**src/rtl/multireg_pkg.sv**
```systemverilog
package multireg_pkg;

    localparam int MRX_ADDR_W = 32;
    localparam int MRX_DATA_W = 32;
    localparam int MRX_NREG   = 16;

    typedef enum logic [1:0] {
        MRX_IDLE = 2'd0,
        MRX_XFER = 2'd1,
        MRX_FIN  = 2'd2
    } mrx_state_e;

    // Next state of the sequencer given the current state and events.
    function automatic mrx_state_e mrx_next(
        input mrx_state_e cur,
        input logic       start,
        input logic       empty,
        input logic       final_beat
    );
        mrx_state_e nxt;
        nxt = cur;
        case (cur)
            MRX_IDLE: if (start) nxt = empty ? MRX_FIN : MRX_XFER;
            MRX_XFER: if (final_beat) nxt = MRX_FIN;
            MRX_FIN:  nxt = MRX_IDLE;
            default:  nxt = MRX_IDLE;
        endcase
        return nxt;
    endfunction

endpackage

```
**src/rtl/mrx_pick.sv**
```systemverilog
module mrx_pick #(
    parameter int NREG = 16,
    localparam int IW = $clog2(NREG)
) (
    input  logic [NREG-1:0] rem,
    output logic [IW-1:0]   idx,
    output logic            last
);
    logic [NREG-1:0] low_oh;

    // Isolate the lowest set bit of the remaining selection.
    assign low_oh = rem & (~rem + NREG'(1));
    assign last   = ((rem & ~low_oh) == '0);

    for (genvar b = 0; b < IW; b++) begin : g_enc
        logic [NREG-1:0] sel;
        always_comb begin
            for (int i = 0; i < NREG; i++) begin
                sel[i] = 1'((i >> b) & 1);
            end
        end
        assign idx[b] = |(low_oh & sel);
    end
endmodule

```
**src/rtl/mrx_addr.sv**
```systemverilog
module mrx_addr #(
    parameter int AW   = 32,
    parameter int STEP = 4
) (
    input  logic          clk,
    input  logic          rst,
    input  logic          load_en,
    input  logic [AW-1:0] base,
    input  logic          step_en,
    output logic [AW-1:0] addr
);
    always_ff @(posedge clk) begin
        if (rst) begin
            addr <= '0;
        end else if (load_en) begin
            addr <= base;
        end else if (step_en) begin
            addr <= addr + AW'(STEP);
        end
    end
endmodule

```
**src/rtl/mrx_ctrl.sv**
```systemverilog
module mrx_ctrl
    import multireg_pkg::*;
(
    input  logic clk,
    input  logic rst,
    input  logic start,
    input  logic empty,
    input  logic beat,
    input  logic last,
    output logic accept,
    output logic in_xfer,
    output logic in_fin,
    output logic busy
);
    mrx_state_e state_q;

    assign accept  = start && (state_q == MRX_IDLE);
    assign in_xfer = (state_q == MRX_XFER);
    assign in_fin  = (state_q == MRX_FIN);
    assign busy    = (state_q != MRX_IDLE);

    always_ff @(posedge clk) begin
        if (rst) begin
            state_q <= MRX_IDLE;
        end else begin
            state_q <= mrx_next(state_q, start, empty, beat && last);
        end
    end
endmodule

```
**src/rtl/multireg_xfer.sv**
```systemverilog
module multireg_xfer
    import multireg_pkg::*;
#(
    parameter int AW   = MRX_ADDR_W,
    parameter int DW   = MRX_DATA_W,
    parameter int NREG = MRX_NREG,
    localparam int IW  = $clog2(NREG)
) (
    input  logic            clk,
    input  logic            rst,
    input  logic            start_i,
    input  logic [AW-1:0]   base_i,
    input  logic [NREG-1:0] mask_i,
    input  logic            load_i,
    input  logic            wb_i,
    output logic            busy_o,
    output logic            done_o,
    output logic            mem_req_o,
    output logic            mem_we_o,
    output logic [AW-1:0]   mem_addr_o,
    output logic [DW-1:0]   mem_wdata_o,
    input  logic [DW-1:0]   mem_rdata_i,
    input  logic            mem_rdy_i,
    output logic [IW-1:0]   rf_raddr_o,
    input  logic [DW-1:0]   rf_rdata_i,
    output logic            rf_we_o,
    output logic [IW-1:0]   rf_waddr_o,
    output logic [DW-1:0]   rf_wdata_o,
    output logic            wb_valid_o,
    output logic [AW-1:0]   wb_data_o,
    output logic            br_valid_o,
    output logic [DW-1:0]   br_target_o
);
    localparam int WORD_BYTES = DW / 8;
    localparam int ALB        = $clog2(WORD_BYTES);
    localparam logic [IW-1:0] PC_IDX = IW'(NREG - 1);

    typedef struct packed {
        logic [NREG-1:0] rem;
        logic            load;
        logic            wb;
    } cmd_t;

    cmd_t            cmd_q;
    logic            accept, in_xfer, in_fin, busy;
    logic            beat, last;
    logic [IW-1:0]   cur_idx;
    logic [AW-1:0]   addr_q;
    logic            br_q;
    logic [DW-1:0]   br_data_q;
    logic            cur_is_pc;

    mrx_ctrl u_ctrl (
        .clk     (clk),
        .rst     (rst),
        .start   (start_i),
        .empty   (mask_i == '0),
        .beat    (beat),
        .last    (last),
        .accept  (accept),
        .in_xfer (in_xfer),
        .in_fin  (in_fin),
        .busy    (busy)
    );

    mrx_pick #(.NREG(NREG)) u_pick (
        .rem  (cmd_q.rem),
        .idx  (cur_idx),
        .last (last)
    );

    mrx_addr #(.AW(AW), .STEP(WORD_BYTES)) u_addr (
        .clk     (clk),
        .rst     (rst),
        .load_en (accept),
        .base    (base_i),
        .step_en (beat),
        .addr    (addr_q)
    );

    assign beat      = in_xfer && mem_rdy_i;
    assign cur_is_pc = (cur_idx == PC_IDX);

    // Command register: the remaining selection loses its lowest bit per beat.
    always_ff @(posedge clk) begin
        if (rst) begin
            cmd_q <= '0;
        end else if (accept) begin
            cmd_q.rem  <= mask_i;
            cmd_q.load <= load_i;
            cmd_q.wb   <= wb_i;
        end else if (beat) begin
            cmd_q.rem[cur_idx] <= 1'b0;
        end
    end

    // Program-counter capture on a load beat for the top register.
    always_ff @(posedge clk) begin
        if (rst) begin
            br_q      <= 1'b0;
            br_data_q <= '0;
        end else if (accept) begin
            br_q <= 1'b0;
        end else if (beat && cmd_q.load && cur_is_pc) begin
            br_q      <= 1'b1;
            br_data_q <= {mem_rdata_i[DW-1:ALB], ALB'(0)};
        end
    end

    assign busy_o      = busy;
    assign done_o      = in_fin;
    assign mem_req_o   = in_xfer;
    assign mem_we_o    = in_xfer && !cmd_q.load;
    assign mem_addr_o  = addr_q;
    assign mem_wdata_o = rf_rdata_i;
    assign rf_raddr_o  = cur_idx;
    assign rf_waddr_o  = cur_idx;
    assign rf_wdata_o  = mem_rdata_i;
    assign rf_we_o     = beat && cmd_q.load && !cur_is_pc;
    assign wb_valid_o  = in_fin && cmd_q.wb;
    assign wb_data_o   = addr_q;
    assign br_valid_o  = in_fin && br_q;
    assign br_target_o = br_data_q;
endmodule

```
**config.mk**
```make
export PLATFORM = sky130hd
export DESIGN_NAME = multireg_xfer
export DESIGN_NICKNAME = d
export VERILOG_FILES = /design/src/rtl/multireg_pkg.sv /design/src/rtl/mrx_pick.sv /design/src/rtl/mrx_addr.sv /design/src/rtl/mrx_ctrl.sv /design/src/rtl/multireg_xfer.sv
export SDC_FILE = /design/constraint.sdc
export NUM_CORES = 1
export LEC_CHECK = 0
export ABC_AREA = 1
export BUFFER_PORTS_ARGS = -buffer_cell sky130_fd_sc_hd__buf_2
export CAP_MARGIN = 20
export CELL_PAD_IN_SITES_DETAIL_PLACEMENT = 0
export CELL_PAD_IN_SITES_GLOBAL_PLACEMENT = 1
export CORE_MARGIN = 8
export CORE_UTILIZATION = 32
export CTS_CLUSTER_SIZE = 20
export DETAILED_ROUTE_END_ITERATION = 7
export HOLD_SLACK_MARGIN = 0.15
export PLACE_DENSITY_LB_ADDON = 0.25
export SYNTH_ARGS = -nofsm -noshare
export SYNTH_HDL_FRONTEND = slang
export SYNTH_SLANG_ARGS = --single-unit
```
**constraint.sdc**
```tcl
create_clock -name clk -period 3 [get_ports clk]
set_input_delay 0.3 -clock clk [delete_from_list [all_inputs] [get_ports clk]]
set_output_delay 0.3 -clock clk [all_outputs]
set_load 0.01 [all_outputs]
```
# Word level (Yosys, flattened, before mapping)
# Index checks and enable logic that the tools add are counted.
[totals]
ff_bits = 83
word_cells = 57
inputBits = 118
[classes]
n_addsub = 2
bitwise_logic = 7
magnitude_cmp = 2
reduce_logical = 24
eq_ne = 5
muxes = 10
[ops]
columns = ["cell", "n"]
rows = [
  ["$mux 32", 2],
  ["$and 16x16->16", 3],
  ["$not 16->16", 3],
  ["$add 32x3->32 const B", 1],
  ["$logic_not 16->1", 2],
  ["$mux 16", 2],
  ["$reduce_or 8->1", 4],
  ["$add 16x1->16 const B", 1],
  ["$logic_and 1x1->1", 10],
  ["$mux 2", 3],
  ["$lt 4x5->1 const B", 1],
  ["$demux 1 s4", 1],
  ["$eq 4x4->1 const B", 1],
  ["$ge 4x1->1 const B", 1],
  ["$pmux 2 s2", 1],
  ["$reduce_and 2->1", 2],
  ["$reduce_bool 2->1", 2],
  ["$eq 2x1->1 const B", 1],
  ["$eq 2x2->1 const B", 1],
  ["$logic_not 1->1", 2],
  ["$logic_not 2->1", 1],
  ["$ne 2x1->1 const B", 1],
  ["$ne 2x2->1 const B", 1],
  ["$reduce_or 2->1", 1],
  ["2 further kinds", 2],
]

# Logic depth before layout (Yosys ltp)
[logic_depth]
ltp_word = 12
mapped_depth = 12
ltp_nobuf = 12

# Modules after synthesis
# A second synthesis with hierarchy kept.
[hier_totals]
cells_unflattened = 940
hier_area_um2 = 5883.1
[modules_own_cells]
columns = ["module", "instances", "cells_per_inst", "area_per_inst_um2"]
rows = [
  ["multireg_xfer", 1, 493, 3229.3],
  ["mrx_addr", 1, 331, 2107.0],
  ["mrx_pick", 1, 94, 427.9],
  ["mrx_ctrl", 1, 22, 118.9],
]

# Worst setup path after synthesis
# Ideal clock, no wire load.
[synth_timing]
path_type = "reg2out"
startpoint = "register, netlist name cmd_q[2]"
endpoint = "output port rf_waddr_o[3]"
path_stages_with_launch = 11
path_slack_ns = 1.326
arrival_time_ns = 1.374
cell_sequence = "dfxtp_1 -> nor2_4 -> nand2_1 -> nor2_2 -> nand2_1 -> nor2_1 -> inv_1 -> o21ai_0 -> inv_1 -> nand4_1 -> buf_4"
[synth_via]
elab_chain_cells = 4
[synth_rtl]
columns = ["item", "line", "source"]
rows = [
  ["$not 16->16", "mrx_pick.sv:12", "assign low_oh = rem & (~rem + NREG'(1));"],
  ["$add 16x1->16", "mrx_pick.sv:12", ""],
  ["$and 16x16->16", "mrx_pick.sv:12", ""],
  ["$reduce_or 8->1", "mrx_pick.sv:22", "assign idx[b] = |(low_oh & sel);"],
  ["to (decl)", "multireg_xfer.sv:27", "output logic [IW-1:0] rf_waddr_o,"],
]
# No other way between the ends.

# Worst setup path after layout
[layout_timing]
startpoint = "register, netlist name cmd_q[5]"
endpoint = "output port rf_raddr_o[0]"
[layout_via]
elab_chain_cells = 4
[layout_rtl]
columns = ["item", "line", "source"]
rows = [
  ["$not 16->16", "mrx_pick.sv:12", ""],
  ["$add 16x1->16", "mrx_pick.sv:12", ""],
  ["$and 16x16->16 (*)", "mrx_pick.sv:12", ""],
  ["$reduce_or 8->1 (*)", "mrx_pick.sv:22", ""],
  ["to (decl)", "multireg_xfer.sv:24", "output logic [IW-1:0] rf_raddr_o,"],
]
# Every way passes the cells marked *; elsewhere a longest branch is shown, timed or not.

==> results.json <==
{
  "wire_per_inst_um": 16.34,
  "use_met3_pct": 4.699,
  "cp_max_fo": 6,
  "ys_seq_elements": 83,
  "cts_tree": "done",
  "firstDrtPassIters": 5,
  "multi_input_area_mm2": 0.002565,
  "grt_pass1_vias": 5596,
  "startpoint_type": "register",
  "viasPerCell": 4.704,
  "syn_area_mm2": 0.005468,
  "num_antenna_cells": 0,
  "cts_resized": 0,
  "grt-ovfl-total": 0,
  "regArea_mm2": 0.001662,
  "hold_buffers": 0,
  "clock_sinks": 83,
  "die_y_um": 146.7,
  "die_w_um": 146.7,
  "synth_flop_cell": "dfxtp_1",
  "final_core_util_pct": 37.88,
  "fp.dieArea_mm2": 0.02153,
  "critPathBufInv": 3,
  "fillerInstances": 1913,
  "crit_path_cell_trace": "nor2_1 > nand3_1 > inv_1 > nand2_1 > nor2_1 > inv_1 > nand2_1 > nor2_1 > o2111ai_1 > buf_2",
  "setup_viol": 0,
  "worst_r2r_endpoint": "u_addr.addr[19]",
  "slowest_stage": "dfxtp_1",
  "place.gp.congestion": 0.8331,
  "p_per_area_mw_per_mm2": 508.6,
  "worst_slew_pin_slew_ns": 0.6710,
  "clockRootBuffer": "clkbuf_16",
  "finalHoldWorstSlack_ns": 0.2043,
  "reg2regPathDepth": 9,
  "fin_skew_ns": 0.006171,
  "outcome": "complete, no violations",
  "startpoint": "cmd_q[5]",
  "maxCapViolCount": 0,
  "htree_levels": 3,
  "slew_headroom_pct": 55.27,
  "finalMaxSlewViolations": 0,
  "drc_errors": 0,
  "io_buffers": 222,
  "post_cts_buffers": 0,
  "crit_path_end": "rf_raddr_o[0]",
  "slowest_delay_ns": 0.44,
  "crit_type": "register to output pin",
  "period_needed_ns": 2.297,
  "drtIter0Drc": 363,
  "syn_inst": 845,
  "leakage_uw": 0.003022,
  "max-vdd-ir-drop_v": 0.0002720,
  "drt-total-wl_um": 19260,
  "synthToLayoutAreaGrowth_pct": 15.31,
  "cts.reportedPaths.clkPinSlew_ns": 0.06,
  "post_dp_cell_area_mm2": 0.005996,
  "drive_above_1_share_pct": 28.26,
  "seq_area_frac_synth_pct": 30.39,
  "fin_setup_tns_ns": 0,
  "fin_nets": 1073,
  "start_util_pct": 32.85,
  "core_mm2": 0.01664,
  "hold_viol": 0,
  "async_flop_share_pct": 0,
  "synth.distinct_cells": 41,
  "worstPathRequired_ns": 2.70,
  "met2_usage_pct": 30.39,
  "final_area_mm2": 0.006305,
  "vias": 5546,
  "r2r_start": "u_ctrl.state_q[0]",
  "rows": 47,
  "fmax_ghz": 0.4354,
  "cts_buffers": 9,
  "grt_max_degree": 58,
  "cp.depth": 10,
  "ios": 293,
  "cp-end-kind": "output pin",
  "clockBufferDepth": 2,
  "critical_path_arrival_ns": 2.00,
  "crit_top_cell": "nor2_1",
  "grt_pass1_wl_um": 30230,
  "synth-edff-count": 0,
  "syn_area_per_cell_um2": 6.471,
  "rsz0062_at_grt": "no",
  "track_usage_pct": 17.45,
  "yosysWarnings": 0,
  "cpLargestDelayFamily": "simple AND/OR/NAND/NOR gates",
  "period_share_pct": 76.57,
  "hold_class": "input pin to register",
  "r2r_slack_ns": 0.80,
  "clock_latency_ns": 0.35,
  "antenna_found_initial": 0,
  "grt-busiest-layer": "met2",
  "power_uw": 3207,
  "grtUsageMet1_pct": 20.51,
  "ant_nets": 0,
  "place.detailed.hpwl_um": 14720
}
-- cells in the mapped netlist (2+ instances only) --
| cell type | n | share of area, % |
|---|---|---|
| a211oi_1 | 3 | 0.41 |
| a21oi_1 | 27 | 2.5 |
| a31oi_1 | 14 | 1.6 |
| and3_1 | 2 | 0.23 |
| buf_2 | 14 | 1.3 |
| buf_4 | 103 | 14 |
| buf_6 | 3 | 0.62 |
| clkbuf_1 | 12 | 0.82 |
| clkbuf_2 | 3 | 0.27 |
| clkinv_1 | 2 | 0.14 |
| dfxtp_1 | 83 | 30 |
| inv_1 | 76 | 5.2 |
| inv_2 | 4 | 0.27 |
| nand2_1 | 178 | 12 |
| nand2_2 | 5 | 0.57 |
| nand3_1 | 34 | 3.1 |
| nand3_2 | 4 | 0.73 |
| nand3b_1 | 8 | 1.1 |
| nand4_1 | 22 | 2.5 |
| nor2_1 | 132 | 9.1 |
| nor2_2 | 3 | 0.34 |
| nor2_4 | 4 | 0.82 |
| nor3_1 | 18 | 1.6 |
| nor3_2 | 2 | 0.37 |
| nor4_1 | 3 | 0.34 |
| o2111ai_1 | 2 | 0.32 |
| o211ai_1 | 14 | 1.9 |
| o21ai_0 | 57 | 5.2 |
-- layer usage --
layer | vias to the layer above | wire, um
li1 | 2864 | -
met1 | 2489 | 8132
met4 | 0 | 236
met5 | - | 0
met3 | 16 | 1351
met2 | 177 | 9543
-- power by group --
| group | leakage, uW | internal [uW] | switching [uW] |
|---|---|---|---|
| Clock | 0.000142 | 674 | 499 |
| Combinational | 0.00220 | 281 | 490 |
| Sequential | 0.000677 | 1170 | 96.4 |
-- stage by stage --
| stage | setup slack (ns) | std cells |
|---|---|---|
| finish | 0.7030 | 1179 |
| global route | 0.4972 | 1179 |
| CTS | 0.6796 | 1179 |
| detailed placement | 0.8610 | 1163 |
| global placement | 0.8589 | 1163 |
| floorplan | 1.326 | 846 |
-- kinds of logic after synthesis --
logic type | Yosys count | share of synthesized area, %
DFF | 83 | 30.39
adders and majority gates | 1 | 0.2288
xor gates and xnor gates | 1 | 0.1602
and+or+nand+nor | 416 | 33.18
other | 1 | 0.06858
buffers and inverters | 217 | 22.77
AOI/OAI and AO/OA | 126 | 13.20
-- tightest hold or removal path, stage by stage --
cell     delay (ns)
buf_2          0.07
o21ai_0        0.07
nor2_1         0.08
-- placed cells by master (no fill, tap or decap), types with 4 or more instances in the layout --
cell type and instances:
a21oi_1 27, a31oi_1 14, buf_2 222, buf_4 10, clkbuf_16 9, dfxtp_1 83, inv_1 75, inv_2 4
nand2_1 178, nand2_2 5, nand3_1 34, nand3_2 4, nand3b_1 8, nand4_1 22, nor2_1 132, nor2_4 4
nor3_1 18, o211ai_1 14, o21ai_0 57
-- how the worst min path moves through the flow --
stage	cells after the start	slack [ns]	end	start
2_1_floorplan	2	0.45	cmd_q[1]	cmd_q[1]
3_3_place_gp	2	0.46	br_target_o[6]	br_target_o[6]
3_5_place_dp	2	0.47	br_target_o[31]	br_target_o[31]
4_1_cts	3	0.20	u_addr.addr[0]	base_i[0]
5_1_grt	3	0.21	br_target_o[6]	mem_rdata_i[6]
6_report	3	0.20	u_addr.addr[1]	base_i[1]
-- registers in the layout (all words and copies together) (netlist names) --
| register | cells |
|---|---|
| u_ctrl.state_q | 2 |
| br_q | 1 |
| u_addr.addr | 32 |
| cmd_q | 18 |
| br_target_o | 30 |
-- layout make-up --
type	instances	area share (%)
Sequential cell	83	26.35
Clock inverter	6	1.111
Timing Repair Buffer	232	18.81
Inverter	82	4.882
Multi-Input combinational cell	546	40.68
Tap cell	220	4.366
Clock buffer	10	3.790
Note: power is estimated with default switching activity, not from simulation.
